===== src/rtl/meas_tx_pkg.sv =====
package meas_tx_pkg;

  // number of low slots that follow the level word
  localparam int TAIL_ZERO_SLOTS = 3;

  typedef enum logic [2:0] {
    SK_ZERO,
    SK_ONE,
    SK_JIT,
    SK_FRQ,
    SK_LVL
  } slot_kind_e;

  // first slot of each field, derived from word widths
  function automatic int jit_first(int jw);
    jit_first = 1 + 0 * jw;
  endfunction

  function automatic int frq_first(int jw);
    frq_first = 1 + jw + 2;
  endfunction

  function automatic int lvl_first(int jw, int fw);
    lvl_first = 1 + jw + 2 + fw + 2;
  endfunction

  function automatic int pause_first(int jw, int fw, int lw);
    pause_first = lvl_first(jw, fw) + lw + TAIL_ZERO_SLOTS;
  endfunction

  function automatic slot_kind_e slot_kind(int s, int jw, int fw, int lw);
    int f0;
    int l0;
    f0 = frq_first(jw);
    l0 = lvl_first(jw, fw);
    if (s == 0)                         slot_kind = SK_ONE;
    else if (s < 1 + jw)                slot_kind = SK_JIT;
    else if (s == 1 + jw)               slot_kind = SK_ZERO;
    else if (s == 2 + jw)               slot_kind = SK_ONE;
    else if (s < f0 + fw)               slot_kind = SK_FRQ;
    else if (s == f0 + fw)              slot_kind = SK_ZERO;
    else if (s == f0 + fw + 1)          slot_kind = SK_ONE;
    else if (s < l0 + lw)               slot_kind = SK_LVL;
    else                                slot_kind = SK_ZERO;
  endfunction

  // bit of the field word carried by slot s, most significant first
  function automatic int slot_index(int s, int jw, int fw, int lw);
    slot_kind_e k;
    k = slot_kind(s, jw, fw, lw);
    case (k)
      SK_JIT:  slot_index = jw - 1 - (s - jit_first(jw));
      SK_FRQ:  slot_index = fw - 1 - (s - frq_first(jw));
      SK_LVL:  slot_index = lw - 1 - (s - lvl_first(jw, fw));
      default: slot_index = 0;
    endcase
  endfunction

endpackage


===== src/rtl/meas_tx_timer.sv =====
module meas_tx_timer #(
  parameter int CLKS_PER_BIT = 4,
  parameter int FRAME_SLOTS  = 64,
  localparam int PH_W = (CLKS_PER_BIT > 1) ? $clog2(CLKS_PER_BIT) : 1,
  localparam int SL_W = (FRAME_SLOTS > 1) ? $clog2(FRAME_SLOTS) : 1
) (
  input  logic            clk,
  input  logic            rst,
  input  logic            en,
  output logic [SL_W-1:0] slot,
  output logic            frame_go
);

  localparam logic [PH_W-1:0] PH_LAST = PH_W'(CLKS_PER_BIT - 1);
  localparam logic [SL_W-1:0] SL_LAST = SL_W'(FRAME_SLOTS - 1);

  logic [PH_W-1:0] phase_q;
  logic [SL_W-1:0] slot_q;

  always_ff @(posedge clk) begin
    if (rst || !en) begin
      phase_q <= '0;
      slot_q  <= '0;
    end else if (phase_q == PH_LAST) begin
      phase_q <= '0;
      slot_q  <= (slot_q == SL_LAST) ? '0 : slot_q + 1'b1;
    end else begin
      phase_q <= phase_q + 1'b1;
    end
  end

  assign slot     = slot_q;
  assign frame_go = !rst && en && (phase_q == '0) && (slot_q == '0);

endmodule


===== src/rtl/meas_tx_shadow.sv =====
module meas_tx_shadow #(
  parameter int JIT_W = 10,
  parameter int FRQ_W = 10,
  parameter int LVL_W = 8
) (
  input  logic             clk,
  input  logic             rst,
  input  logic             load,
  input  logic [JIT_W-1:0] jit_d,
  input  logic [FRQ_W-1:0] frq_d,
  input  logic [LVL_W-1:0] lvl_d,
  output logic [JIT_W-1:0] jit_q,
  output logic [FRQ_W-1:0] frq_q,
  output logic [LVL_W-1:0] lvl_q
);

  always_ff @(posedge clk) begin
    if (rst) begin
      jit_q <= '0;
      frq_q <= '0;
      lvl_q <= '0;
    end else if (load) begin
      jit_q <= jit_d;
      frq_q <= frq_d;
      lvl_q <= lvl_d;
    end
  end

endmodule


===== src/rtl/meas_tx_slot_map.sv =====
module meas_tx_slot_map
  import meas_tx_pkg::*;
#(
  parameter int JIT_W       = 10,
  parameter int FRQ_W       = 10,
  parameter int LVL_W       = 8,
  parameter int FRAME_SLOTS = 64
) (
  input  logic [JIT_W-1:0]       jit_q,
  input  logic [FRQ_W-1:0]       frq_q,
  input  logic [LVL_W-1:0]       lvl_q,
  output logic [FRAME_SLOTS-1:0] frame_bits
);

  for (genvar g = 0; g < FRAME_SLOTS; g++) begin : g_slot
    localparam slot_kind_e KIND = slot_kind(g, JIT_W, FRQ_W, LVL_W);
    localparam int         IDX  = slot_index(g, JIT_W, FRQ_W, LVL_W);
    if (KIND == SK_JIT) begin : g_jit
      assign frame_bits[g] = jit_q[IDX];
    end else if (KIND == SK_FRQ) begin : g_frq
      assign frame_bits[g] = frq_q[IDX];
    end else if (KIND == SK_LVL) begin : g_lvl
      assign frame_bits[g] = lvl_q[IDX];
    end else if (KIND == SK_ONE) begin : g_one
      assign frame_bits[g] = 1'b1;
    end else begin : g_zero
      assign frame_bits[g] = 1'b0;
    end
  end

endmodule


===== src/rtl/meas_serial_tx.sv =====
module meas_serial_tx #(
  parameter int CLKS_PER_BIT = 4,
  parameter int FRAME_SLOTS  = 64,
  parameter int JIT_W        = 10,
  parameter int FRQ_W        = 10,
  parameter int LVL_W        = 8
) (
  input  logic             clk,
  input  logic             rst,
  input  logic             en,
  input  logic [JIT_W-1:0] jitter_in,
  input  logic [FRQ_W-1:0] freq_in,
  input  logic [LVL_W-1:0] level_in,
  output logic             ser_out,
  output logic             frame_stb
);

  localparam int SL_W = (FRAME_SLOTS > 1) ? $clog2(FRAME_SLOTS) : 1;

  logic [SL_W-1:0]        slot;
  logic                   frame_go;
  logic [JIT_W-1:0]       jit_s;
  logic [FRQ_W-1:0]       frq_s;
  logic [LVL_W-1:0]       lvl_s;
  logic [FRAME_SLOTS-1:0] frame_bits;
  logic                   ser_q;
  logic                   stb_q;

  meas_tx_timer #(
    .CLKS_PER_BIT(CLKS_PER_BIT),
    .FRAME_SLOTS (FRAME_SLOTS)
  ) timer_i (
    .clk     (clk),
    .rst     (rst),
    .en      (en),
    .slot    (slot),
    .frame_go(frame_go)
  );

  meas_tx_shadow #(
    .JIT_W(JIT_W),
    .FRQ_W(FRQ_W),
    .LVL_W(LVL_W)
  ) shadow_i (
    .clk  (clk),
    .rst  (rst),
    .load (frame_go),
    .jit_d(jitter_in),
    .frq_d(freq_in),
    .lvl_d(level_in),
    .jit_q(jit_s),
    .frq_q(frq_s),
    .lvl_q(lvl_s)
  );

  meas_tx_slot_map #(
    .JIT_W      (JIT_W),
    .FRQ_W      (FRQ_W),
    .LVL_W      (LVL_W),
    .FRAME_SLOTS(FRAME_SLOTS)
  ) map_i (
    .jit_q     (jit_s),
    .frq_q     (frq_s),
    .lvl_q     (lvl_s),
    .frame_bits(frame_bits)
  );

  // slot 0 is a constant high, so the shadow being loaded on the same
  // edge never matters for the start bit
  always_ff @(posedge clk) begin
    if (rst || !en) begin
      ser_q <= 1'b0;
      stb_q <= 1'b0;
    end else begin
      ser_q <= frame_bits[slot];
      stb_q <= frame_go;
    end
  end

  assign ser_out   = ser_q;
  assign frame_stb = stb_q;

endmodule


===== config.mk =====
export PLATFORM = sky130hd
export DESIGN_NAME = meas_serial_tx
export DESIGN_NICKNAME = d
export VERILOG_FILES = /design/src/rtl/meas_tx_pkg.sv /design/src/rtl/meas_tx_timer.sv /design/src/rtl/meas_tx_shadow.sv /design/src/rtl/meas_tx_slot_map.sv /design/src/rtl/meas_serial_tx.sv
export SDC_FILE = /design/constraint.sdc
export NUM_CORES = 1
export LEC_CHECK = 0
export BUFFER_PORTS_ARGS = -buffer_cell sky130_fd_sc_hd__clkbuf_2
export CAP_MARGIN = 20
export CORE_MARGIN = 5
export CORE_UTILIZATION = 58
export CTS_BUF_LIST = sky130_fd_sc_hd__clkbuf_8 sky130_fd_sc_hd__clkbuf_16
export CTS_CLUSTER_SIZE = 8
export DETAILED_ROUTE_END_ITERATION = 8
export GPL_ROUTABILITY_DRIVEN = 1
export MAX_ROUTING_LAYER = met4
export PLACE_DENSITY = 0.8
export SLEW_MARGIN = 20
export SYNTH_ARGS = -nofsm -noshare
export SYNTH_HDL_FRONTEND = slang
export SYNTH_HIERARCHICAL = 1
export SYNTH_SLANG_ARGS = --single-unit

===== constraint.sdc =====
create_clock -name clk -period 2.51 [get_ports clk]
set_input_delay 0.502 -clock clk [delete_from_list [all_inputs] [get_ports clk]]
set_output_delay 0.502 -clock clk [all_outputs]
set_load 0.02 [all_outputs]

==> qor.yml, run 1 <==
critical_path:
  crit_chain: "inv_1 -> ha_1 -> or4b_1 -> nor4_4 -> buf_12 -> mux2i_1 -> nor2_1"
  start_kind: "flip-flop"
  critical_path_class: "flip-flop to flip-flop"
  slowest_stage: "or4b_1"
  end_kind: "flip-flop"
  critPathTopFamily: "simple AND/OR/NAND/NOR gates"
  max_stage_delay_ns: 0.49
  arrival_ns: 2.35
  worstPathMaxFanout: 29
  worstPathRequired_ns: 2.68
  critPathBufInv: 2
logic_synthesis:
  synth.distinct_cells: 37
  synth_edf_count: 0
  yosys-top-cells-count: "buf_4 (65), dfxtp_1 (38), mux2i_1 (33), nor2_1 (33), mux4_1 (11)"
  synth.area.top_cells: "dfxtp_1 (29%), buf_4 (19%), mux2i_1 (13%)"
  synth_top_area_share: 0.293
  synth_seq_area_share: 0.293
  yosysWarnings: 6
  ys_seq_elements: 38
  synth_area_leader_cell: "dfxtp_1"
  syn_avg_cell_area_sq_um: 10.2
  syn_area_sq_mm: 0.00260
  async_flop_share: 0
  yosysMostFrequentCell: "buf_4"
  synth_cells: 255
  yosys_most_used_dff: "dfxtp_1"
drt:
  vias: 1551
  first_iter_violations: 138
  wl_per_cell_microns: 13.3
  wirelength_microns: 4130
  viasPerCell: 4.99
  antenna_violating_nets_post_route: 0
  dr.pass1.iters: 4
  drc: 0
pwr:
  seq_power_share: 0.532
  vdd_drop_max_mv: 0.328
  powerDensity_mw_per_mm2: 479
  power_switching_w: 0.000284
  power.internal_w: 0.000918
  p_leak_nw: 1.08
  pwr-share-clk: 0.354
  p_sw_frac: 0.236
  power_frac_comb: 0.113
die:
  die_height_microns: 76.9
  start_util: 0.597
  num_io_pins: 33
  dieArea_sq_mm: 0.00592
  rows: 24
  die_x_microns: 76.9
  core_sq_mm: 0.00435
global_route:
  antenna_found_initial: 0
  grtUsageTotal: 0.152
  grt_pass1_vias: 1615
  grt_pass1_wl_microns: 7090
  grt_overflow: 0
  grt_max_degree: 30
clock_network:
  insertion_delay_ns: 0.29
  cts_tree: "done"
  cts.sink_count: 38
  postCtsHoldBufs: 0
  cts_buffers: 5
  cts_max_path_buffers: 2
  cts.clk_slew.worst_paths_ns: 0.07
  cts_resized: 0
  htreeDepth: 2
  root_buffer: "clkbuf_8"
  cts_setup_buffers: 0
placed_design:
  dp.cells: 303
  dp_hpwl_microns: 3060
  portBuffers: 32
  place_congestion: 0.848
sta:
  period_needed_ns: 2.18
  post-route-period-util: 0.867
  slew_viol_final: 0
  tns_ns: 0
  rsz0062_at_grt: "no"
  finClkSkew_ns: 0.00511
  max_freq_mhz: 460
  final_hold_viol_count: 0
  setup_viol: 0
flow_run:
  cap_viol_max_count: 0
finish:
  diodes: 0
  final_cells: 311
  drive_above_1_share: 0.216
  nets: 293
  fillerInstances: 371
  area_growth_pct: -3.37
outcome:
  status: "complete, no violations"
worst_hold_path:
  hold_path_class: "input port to flip-flop"
## layout by cell type, fill, tap and decap left out, drive strengths merged, types with 2 or more instances in the layout
cell type and instances:
a21oi 2, a31oi 2, buf 6, clkbuf 38, conb 36, dfxtp 38
ha 4, inv 9, mux2 5, mux2i 33, mux4 15, nand2 6
nand2b 3, nand3 5, nand4 3, nor2 33, nor2b 2, nor3 2
o21ai 3, or3 2, xor2 3
## layer usage
metal / share of wire / up-vias / global-route usage
met5: 0 / - / -
met4: 0.016 / 0 / 0.0647
met2: 0.49 / 27 / 0.247
met1: 0.45 / 728 / 0.175
li1: - / 789 / -
met3: 0.039 / 7 / 0.0410
## tightest hold or removal path: cells and delay by family
kind | cells | cell delay [ns]
simple gates | 1 | 0.07
mux | 1 | 0.05
buf+inv | 1 | 0.07
## power by group through the flow
stage / Combinational, W / Clock, W / Sequential (W)
CTS: 0.000135 / 0.000442 / 0.000640
finish: 0.000136 / 0.000426 / 0.000640
detailed placement: 0.000134 / 0 / 0.000654
global route: 0.000153 / 0.000472 / 0.000643
floorplan: 0.000168 / 0 / 0.000652
global placement: 0.000131 / 0 / 0.000653
## final timing paths
path	startpoint	endpoint	slack, ns	cells after the start
hold reg to reg	timer_i/phase_q[0]	timer_i/phase_q[0]	0.47	1
setup / recovery	timer_i/slot[1]	shadow_i/jit_q[1]	0.33	7
hold / removal	level_in[4]	shadow_i/lvl_q[4]	0.45	3
setup reg to reg	timer_i/slot[1]	shadow_i/jit_q[1]	0.33	7
## cell type report
| class | instances | area [sq um] | area share |
|---|---|---|---|
| Sequential cell | 38 | 761 | 0.303 |
| Multi-Input combinational cell | 167 | 1350 | 0.536 |
| Clock inverter | 2 | 8.76 | 0.00349 |
| Clock buffer | 6 | 82.6 | 0.0329 |
| Timing Repair Buffer | 38 | 218 | 0.0867 |
| Inverter | 8 | 30.0 | 0.0120 |
| Tap cell | 52 | 65.1 | 0.0259 |
## through the flow
| step | util | setup WS (ns) | area, sq um | hold WS, ns | total power (W) |
|---|---|---|---|---|---|
| 2_1_floorplan | - | 0.575 | 2730 | 0.427 | 0.000819 |
| 3_3_place_gp | 0.556 | 0.447 | 2420 | 0.441 | 0.000784 |
| 3_5_place_dp | 0.556 | 0.333 | 2420 | 0.463 | 0.000788 |
| 4_1_cts | 0.577 | 0.313 | 2510 | 0.440 | 0.00122 |
| 5_1_grt | 0.577 | 0.175 | 2510 | 0.443 | 0.00127 |
| 6_report | 0.577 | 0.335 | 2510 | 0.448 | 0.00120 |
## registers in the layout (all words and copies together) (netlist names)
name             count
shadow_i/frq_q      10
frame_stb            1
timer_i/phase_q      2
timer_i/slot         6
shadow_i/jit_q      10
ser_out              1
shadow_i/lvl_q       8
## cell families (layout without fill, tap and decap cells)
logic type / Yosys count / in the layout / synth area share
other cells: 2 / 36 / 0.00289
compound gates: 10 / 10 / 0.0246
fa+ha+maj: 4 / 4 / 0.0193
simple gates: 61 / 61 / 0.113
buf+inv: 84 / 54 / 0.242
mux: 53 / 53 / 0.296
xor+xnor: 3 / 3 / 0.0101
flops: 38 / 38 / 0.293
Note: power is estimated with default switching activity, not from simulation.
==> inputs of run 2 (changes only) <==
--- a/config.mk
+++ b/config.mk
@@ -12,9 +12,10 @@
 export CTS_BUF_LIST = sky130_fd_sc_hd__clkbuf_8 sky130_fd_sc_hd__clkbuf_16
 export CTS_CLUSTER_SIZE = 8
 export DETAILED_ROUTE_END_ITERATION = 8
-export GPL_ROUTABILITY_DRIVEN = 1
+export GPL_ROUTABILITY_DRIVEN = 0
 export MAX_ROUTING_LAYER = met4
 export PLACE_DENSITY = 0.8
+export REMOVE_ABC_BUFFERS = 1
 export SLEW_MARGIN = 20
 export SYNTH_ARGS = -nofsm -noshare
 export SYNTH_HDL_FRONTEND = slang
==> run 2 against run 1 <==
Effect of this change: largest cell class unchanged; non-clock buffer count is 1 higher; flip-flop and latch count did not move; maximum frequency rose by 4.8%; register-to-register slack better by 0.099 ns; largest power group unchanged; first-iteration DRC count shrank 38%; hold slack improved by 0.0063 ns; combinational power hardly changed; critical path depth stayed put.
==> qor.yml, run 2 (synthesis gave the netlist of run 1 again) <==
sta:
  post-route-period-util: 0.827  # was 0.867
  max_freq_mhz: 482  # was 460 MHz
  setup_viol: 0  # unchanged
  rsz0062_at_grt: "no"  # unchanged
  slew_viol_final: 0  # unchanged
  layout_setup_ws_ns: 0.434  # was 0.335 ns
  period_needed_ns: 2.08  # was 2.18 ns
  finClkSkew_ns: 0.00385  # was 0.00511 ns
  final_hold_viol_count: 0  # unchanged
finish:
  mostFrequentLayoutCells: "dfxtp_1 (38), conb_1 (36), mux2i_1 (33), nor2_1 (33), clkbuf_2 (32)"  # unchanged
  area_growth_pct: -3.51  # was -3.37%
  diodes: 0  # unchanged
  drive_above_1_share: 0.216  # unchanged
  nets: 294  # was 293
  fin_area_sq_mm: 0.00251  # about the same
  final_cells: 311  # unchanged
  largest_registers: "shadow_i/frq_q (10), shadow_i/jit_q (10), shadow_i/lvl_q (8)"  # unchanged
  final_common_cell: "dfxtp_1"  # unchanged
die:
  dieArea_sq_mm: 0.00592  # unchanged
  num_io_pins: 33  # unchanged
  start_util: 0.597  # unchanged
  rows: 24  # unchanged
  core_sq_mm: 0.00435  # unchanged
  die_x_microns: 76.9  # unchanged
  die_height_microns: 76.9  # unchanged
clock_network:
  postCtsHoldBufs: 0  # unchanged
  insertion_delay_ns: 0.28  # was 0.29 ns
  cts_setup_buffers: 0  # unchanged
  cts_max_path_buffers: 2  # unchanged
  cts.clk_slew.worst_paths_ns: 0.07  # about the same
  cts_tree: "done"  # unchanged
  cts_resized: 0  # unchanged
  htreeDepth: 2  # unchanged
  cts_buffers: 5  # unchanged
  root_buffer: "clkbuf_8"  # unchanged
  cts.sink_count: 38  # unchanged
flow_run:
  cap_viol_max_count: 0  # unchanged
drt:
  wirelength_microns: 4020  # was 4130 microns
  dr.pass1.iters: 4  # unchanged
  first_iter_violations: 86  # was 138
  wl_per_cell_microns: 12.9  # was 13.3 microns
  drc: 0  # unchanged
  vias: 1601  # was 1,551
  viasPerCell: 5.15  # was 4.99
  antenna_violating_nets_post_route: 0  # unchanged
pwr:
  powerDensity_mw_per_mm2: 463  # was 479 mW/mm^2
  seq_power_share: 0.550  # was 0.532
  power_frac_comb: 0.119  # was 0.113
  p_sw_frac: 0.235  # was 0.236
  power.internal_w: 0.000888  # was 0.000918 W
  pwr-share-clk: 0.331  # was 0.354
  vdd_drop_max_mv: 0.293  # was 0.328 mV
  p_leak_nw: 1.07  # was 1.08 nW
  power_switching_w: 0.000273  # was 0.000284 W
global_route:
  antenna_found_initial: 0  # unchanged
  grt_max_degree: 30  # unchanged
  grt_pass1_wl_microns: 7110  # was 7090 microns
  grt_pass1_vias: 1618  # was 1,615
  grtUsageTotal: 0.153  # was 0.152
  grt_overflow: 0  # unchanged
critical_path:
  crit_cells: 7  # unchanged
  reg2regPathDepth: 7  # unchanged
  end_kind: "flip-flop"  # unchanged
  start_kind: "flip-flop"  # unchanged
  critical_path_class: "flip-flop to flip-flop"  # unchanged
  worstPathRequired_ns: 2.68  # about the same
  worstPathMaxFanout: 8  # was 29
  critPathTopFamily: "simple AND/OR/NAND/NOR gates"  # unchanged
  crit_chain: "inv_1 -> ha_1 -> or4b_1 -> nor4_4 -> buf_4 -> mux2i_1 -> nor2_1"  # was inv_1 -> ha_1 -> or4b_1 -> nor4_4 -> buf_12 -> mux2i_1 -> nor2_1
  slowest_stage: "or4b_1"  # unchanged
  critPathBufInv: 2  # unchanged
  max_stage_delay_ns: 0.47  # was 0.49 ns
  arrival_ns: 2.24  # was 2.35 ns
placed_design:
  dp.cells: 304  # was 303
  portBuffers: 32  # unchanged
  dpl_cell_area_sq_mm: 0.00243  # was 0.00242 sq mm
  dp_hpwl_microns: 2960  # was 3060 microns
  pre_cts_ws_ns: 0.458  # was 0.333 ns
worst_hold_path:
  hold_path_class: "input port to flip-flop"  # unchanged
  hold_depth: 3  # unchanged
outcome:
  status: "complete, no violations"  # unchanged
==> run 2: changes by cell type in the layout (fill, tap and decap cells not counted), sizes merged <==
cell,delta
buf,+1
clkbuf,-1
clkinv,-1
clkinvlp,+1
==> run 2: power by group through the flow <==
stage / Sequential [W] / Combinational (W) / Clock [W]
CTS: 0.000639 / 0.000138 / 0.000401
detailed placement: 0.000653 / 0.000137 / 0
finish: 0.000640 / 0.000138 / 0.000384
global placement: 0.000653 / 0.000133 / 0
global route: 0.000642 / 0.000156 / 0.000435
floorplan: 0.000651 / 0.0000870 / 0
==> run 2: final cells by class <==
| class | instances | area (sq um) |
|---|---|---|
| fillers | 365 | 1850 |
| clock inverters | 2 | 11.3 |
| flip-flops and latches | 38 | 761 |
| multi-input cells | 167 | 1350 |
| repair buffers | 39 | 225 |
| well taps | 52 | 65.1 |
| clock buffers | 5 | 68.8 |
| inverters | 8 | 30.0 |
==> run 2: final timing paths <==
check | slack (ns) | end | from
worst min register to register | 0.47 | timer_i/phase_q[0] | timer_i/phase_q[0]
worst max-delay path | 0.43 | shadow_i/frq_q[2] | timer_i/slot[1]
worst min-delay path | 0.45 | shadow_i/frq_q[9] | freq_in[9]
worst max register to register | 0.43 | shadow_i/frq_q[2] | timer_i/slot[1]
==> run 2: layer usage <==
metal	part of all wire	wire, microns	track usage
met5	0	0	-
met4	0.011	43	0.0490
met3	0.056	225	0.0398
met2	0.51	2030	0.255
met1	0.43	1720	0.179
==> run 2: metrics by stage <==
stage	total power, W	TNS (ns)	utilization	hold slack (ns)
2_1_floorplan	0.000738	-42.82	-	0.427
3_3_place_gp	0.000785	0	0.557	0.441
3_5_place_dp	0.000790	0	0.557	0.456
4_1_cts	0.00118	0	0.576	0.445
5_1_grt	0.00123	0	0.576	0.446
6_report	0.00116	0	0.576	0.454
==> run 2: worst reg2reg max path, stage by stage (launching register included) <==
cell and delay (ns):
dfxtp_1 0.39, inv_1 0.09, ha_1 0.12, or4b_1 0.47, nor4_4 0.33, buf_4 0.26, mux2i_1 0.23, nor2_1 0.06
==> inputs of run 3 (changes only) <==
--- a/config.mk
+++ b/config.mk
@@ -5,10 +5,11 @@
 export SDC_FILE = /design/constraint.sdc
 export NUM_CORES = 1
 export LEC_CHECK = 0
+export ABC_AREA = 1
 export BUFFER_PORTS_ARGS = -buffer_cell sky130_fd_sc_hd__clkbuf_2
 export CAP_MARGIN = 20
 export CORE_MARGIN = 5
-export CORE_UTILIZATION = 58
+export CORE_UTILIZATION = 59
 export CTS_BUF_LIST = sky130_fd_sc_hd__clkbuf_8 sky130_fd_sc_hd__clkbuf_16
 export CTS_CLUSTER_SIZE = 8
 export DETAILED_ROUTE_END_ITERATION = 8
==> constraint.sdc (replaced) <==
create_clock -name clk -period 2.1 [get_ports clk]
set_input_delay 0.42 -clock clk [delete_from_list [all_inputs] [get_ports clk]]
set_output_delay 0.42 -clock clk [all_outputs]
set_load 0.02 [all_outputs]
==> run 3 against run 2 <==
Effect of this change: final cell count is 68% higher; largest power group unchanged; worst setup slack better by 0.19 ns; combinational power is 67% higher; via count is 48% higher; maximum frequency is 41% higher; hold slack worse by 0.060 ns; utilization is 2.3 points higher; register-to-register slack better by 0.19 ns; total power is 54% higher.
==> qor.yml, run 3 <==
pwr:
  power_switching_w: 0.000419  # was 0.000273 W
  power_w: 0.00178  # was 0.00116 W
  vdd_drop_max_mv: 0.525  # was 0.293 mV
  p_sw_frac: 0.235  # about the same
  power_frac_comb: 0.129  # was 0.119
  powerDensity_mw_per_mm2: 623  # was 463 mW/mm^2
  pwr-share-clk: 0.431  # was 0.331
  seq_power_share: 0.440  # was 0.550
  p_leak_nw: 1.44  # was 1.07 nW
  power.internal_w: 0.00137  # was 0.000888 W
sta:
  period_needed_ns: 1.47  # was 2.08 ns
  final_hold_viol_count: 0  # unchanged
  slew_viol_final: 0  # unchanged
  rsz0062_at_grt: "no"  # unchanged
  max_freq_mhz: 680  # was 482 MHz
  setup_viol: 0  # unchanged
  post-route-period-util: 0.701  # was 0.827
  finClkSkew_ns: 0.00413  # was 0.00385 ns
finish:
  final_common_cell: "nand2_1"  # was dfxtp_1
  area_growth_pct: -2.84  # was -3.51%
  multiInputGateArea_sq_mm: 0.00147  # was 0.00135 sq mm
  fin_area_sq_mm: 0.00286  # was 0.00251 sq mm
  regArea_sq_um: 761  # unchanged
  largest_registers: "shadow_i/frq_q (10), shadow_i/jit_q (10), shadow_i/lvl_q (8)"  # unchanged
  diodes: 0  # unchanged
  nets: 490  # was 294
  mostFrequentLayoutCells: "nand2_1 (140), nand3_1 (56), nor2_1 (44)"  # was dfxtp_1 (38), conb_1 (36), mux2i_1 (33), nor2_1 (33), clkbuf_2 (32)
  fillerInstances: 464  # was 365
  drive_above_1_share: 0.191  # was 0.216
global_route:
  grtUsageTotal: 0.180  # was 0.153
  antenna_found_initial: 0  # unchanged
  grt_overflow: 0  # unchanged
  grt_pass1_wl_microns: 9110  # was 7110 microns
  grt_max_degree: 58  # was 30
  grt_pass1_vias: 2183  # was 1,618
critical_path:
  cp-startpoint: "timer_i/slot[0]"  # was timer_i/slot[1]
  r2r_slack_ns: 0.63  # was 0.43 ns
  worstPathMaxFanout: 37  # was 8
  arrival_ns: 1.66  # was 2.24 ns
  max_stage_delay_ns: 0.39  # was 0.47 ns
  start_kind: "flip-flop"  # unchanged
  r2r_end: "ser_out"  # was shadow_i/frq_q[2]
  crit_chain: "buf_12 -> inv_8 -> nand2_1 -> nand3_1 -> nand3_1 -> nand2_1 -> nand2_1 -> nand3_1 -> nand3b_1 -> a21oi_2"  # was inv_1 -> ha_1 -> or4b_1 -> nor4_4 -> buf_4 -> mux2i_1 -> nor2_1
  end_kind: "flip-flop"  # unchanged
  worstPathRequired_ns: 2.29  # was 2.68 ns
  r2r_start: "timer_i/slot[0]"  # was timer_i/slot[1]
  critical_path_class: "flip-flop to flip-flop"  # unchanged
  reg2regPathDepth: 10  # was 7
  slowest_stage: "dfxtp_1"  # was or4b_1
die:
  start_util: 0.616  # was 0.597
  rows: 25  # was 24
  die_height_microns: 80.7  # was 76.9 microns
  die_x_microns: 80.7  # was 76.9 microns
  core_sq_mm: 0.00479  # was 0.00435 sq mm
  num_io_pins: 33  # unchanged
  dieArea_sq_mm: 0.00651  # was 0.00592 sq mm
flow_run:
  cap_viol_max_count: 0  # unchanged
drt:
  antenna_violating_nets_post_route: 0  # unchanged
  viasPerCell: 4.53  # was 5.15
  drc: 0  # unchanged
  wl_per_cell_microns: 9.88  # was 12.9 microns
  wirelength_microns: 5170  # was 4020 microns
  vias: 2371  # was 1,601
  first_iter_violations: 153  # was 86
  dr.pass1.iters: 4  # unchanged
logic_synthesis:
  synth_top_area_share: 0.258  # was 0.293
  synth.distinct_cells: 24  # was 37
  syn_avg_cell_area_sq_um: 6.41  # was 10.2 sq um
  synth_cells: 460  # was 255
  yosysMostFrequentCell: "nand2_1"  # was buf_4
  synth_area_leader_cell: "dfxtp_1"  # unchanged
  yosys-top-cells-count: "nand2_1 (140), buf_4 (65), nand3_1 (56)"  # was buf_4 (65), dfxtp_1 (38), mux2i_1 (33), nor2_1 (33), mux4_1 (11)
  synth.area.top_cells: "dfxtp_1 (26%), nand2_1 (18%), buf_4 (17%)"  # was dfxtp_1 (29%), buf_4 (19%), mux2i_1 (13%)
  synth_seq_area_share: 0.258  # was 0.293
  async_flop_share: 0  # unchanged
  yosys_most_used_dff: "dfxtp_1"  # unchanged
  syn_area_sq_mm: 0.00295  # was 0.00260 sq mm
  ys_seq_elements: 38  # unchanged
  yosysWarnings: 6  # unchanged
  synth_edf_count: 0  # unchanged
clock_network:
  insertion_delay_ns: 0.29  # was 0.28 ns
  root_buffer: "clkbuf_8"  # unchanged
  cts_tree: "done"  # unchanged
  cts_max_path_buffers: 2  # unchanged
  cts.clk_slew.worst_paths_ns: 0.08  # was 0.07 ns
  postCtsHoldBufs: 0  # unchanged
  cts.sink_count: 38  # unchanged
  cts_setup_buffers: 0  # unchanged
  cts_resized: 0  # unchanged
  cts_buffers: 5  # unchanged
  htreeDepth: 2  # unchanged
placed_design:
  dp_hpwl_microns: 3450  # was 2960 microns
  portBuffers: 32  # unchanged
  dpl_cell_area_sq_mm: 0.00272  # was 0.00243 sq mm
worst_hold_path:
  hold_end: "shadow_i/lvl_q[7]"  # was shadow_i/frq_q[9]
  hold_path_class: "input port to flip-flop"  # unchanged
  hold_start: "level_in[7]"  # was freq_in[9]
  hold_depth: 5  # was 3
outcome:
  status: "complete, no violations"  # unchanged
-- run 3: changes by cell type after synthesis, moves of 10 or more --
cell,change
nand2_1,+134
nand3_1,+51
inv_1,+35
mux2i_1,-33
nor2_2,+22
nor2_1,+12
mux4_1,-11
nand2_2,+11
buf_6,+10
-- run 3: worst max-delay path, delay by kind of cell (launching register included) --
kind,cells,cell delay (ns)
simple gates,7,0.58
flops,1,0.39
compound gates,1,0.06
buf+inv,2,0.34
-- run 3: metrics by stage --
stage	setup TNS, ns	worst slack (ns)	util	hold slack (ns)	std cells
2_1_floorplan	-36.91	-1.29	-	0.417	411
3_3_place_gp	0	0.550	0.569	0.426	515
3_5_place_dp	0	0.501	0.569	0.438	515
4_1_cts	0	0.606	0.598	0.385	523
5_1_grt	0	0.476	0.598	0.401	523
6_report	0	0.629	0.598	0.394	523
-- run 3: cells by family after synthesis --
group,share of synthesized area
other,0.00255
buffers and inverters,0.288
AO/OA/AOI/OAI,0.0123
AND/OR/NAND/NOR,0.422
adder cells (fa/ha/maj),0.0170
flip-flops,0.258
-- run 3: worst max-delay path by stage --
stage               slack, ns                 to
floorplan               -1.29  shadow_i/frq_q[0]
global placement         0.55  shadow_i/frq_q[6]
detailed placement       0.50  shadow_i/frq_q[0]
CTS                      0.61            ser_out
global route             0.48            ser_out
finish                   0.63            ser_out
-- run 3: power by group through the flow --
stage	sequential, W	combinational (W)	clock, W
floorplan	0.000799	0.000166	0
global placement	0.000801	0.000220	0
detailed placement	0.000801	0.000228	0
CTS	0.000785	0.000231	0.000782
global route	0.000790	0.000266	0.000817
finish	0.000785	0.000230	0.000770
-- run 3: cell type report --
type	instances	area share
Tap cell	67	0.0293
Clock buffer	6	0.0288
Clock inverter	2	0.0210
Sequential cell	38	0.266
Inverter	46	0.0629
Timing Repair Buffer	37	0.0778
Multi-Input combinational cell	327	0.515
-- run 3: layer usage --
layer	up-vias	wire length (microns)	share of wire	global-route usage
li1	1277	-	-	-
met1	1028	2360	0.46	0.216
met2	53	2500	0.48	0.294
met3	13	213	0.041	0.0348
met4	0	95	0.018	0.0760
met5	-	0	0	-
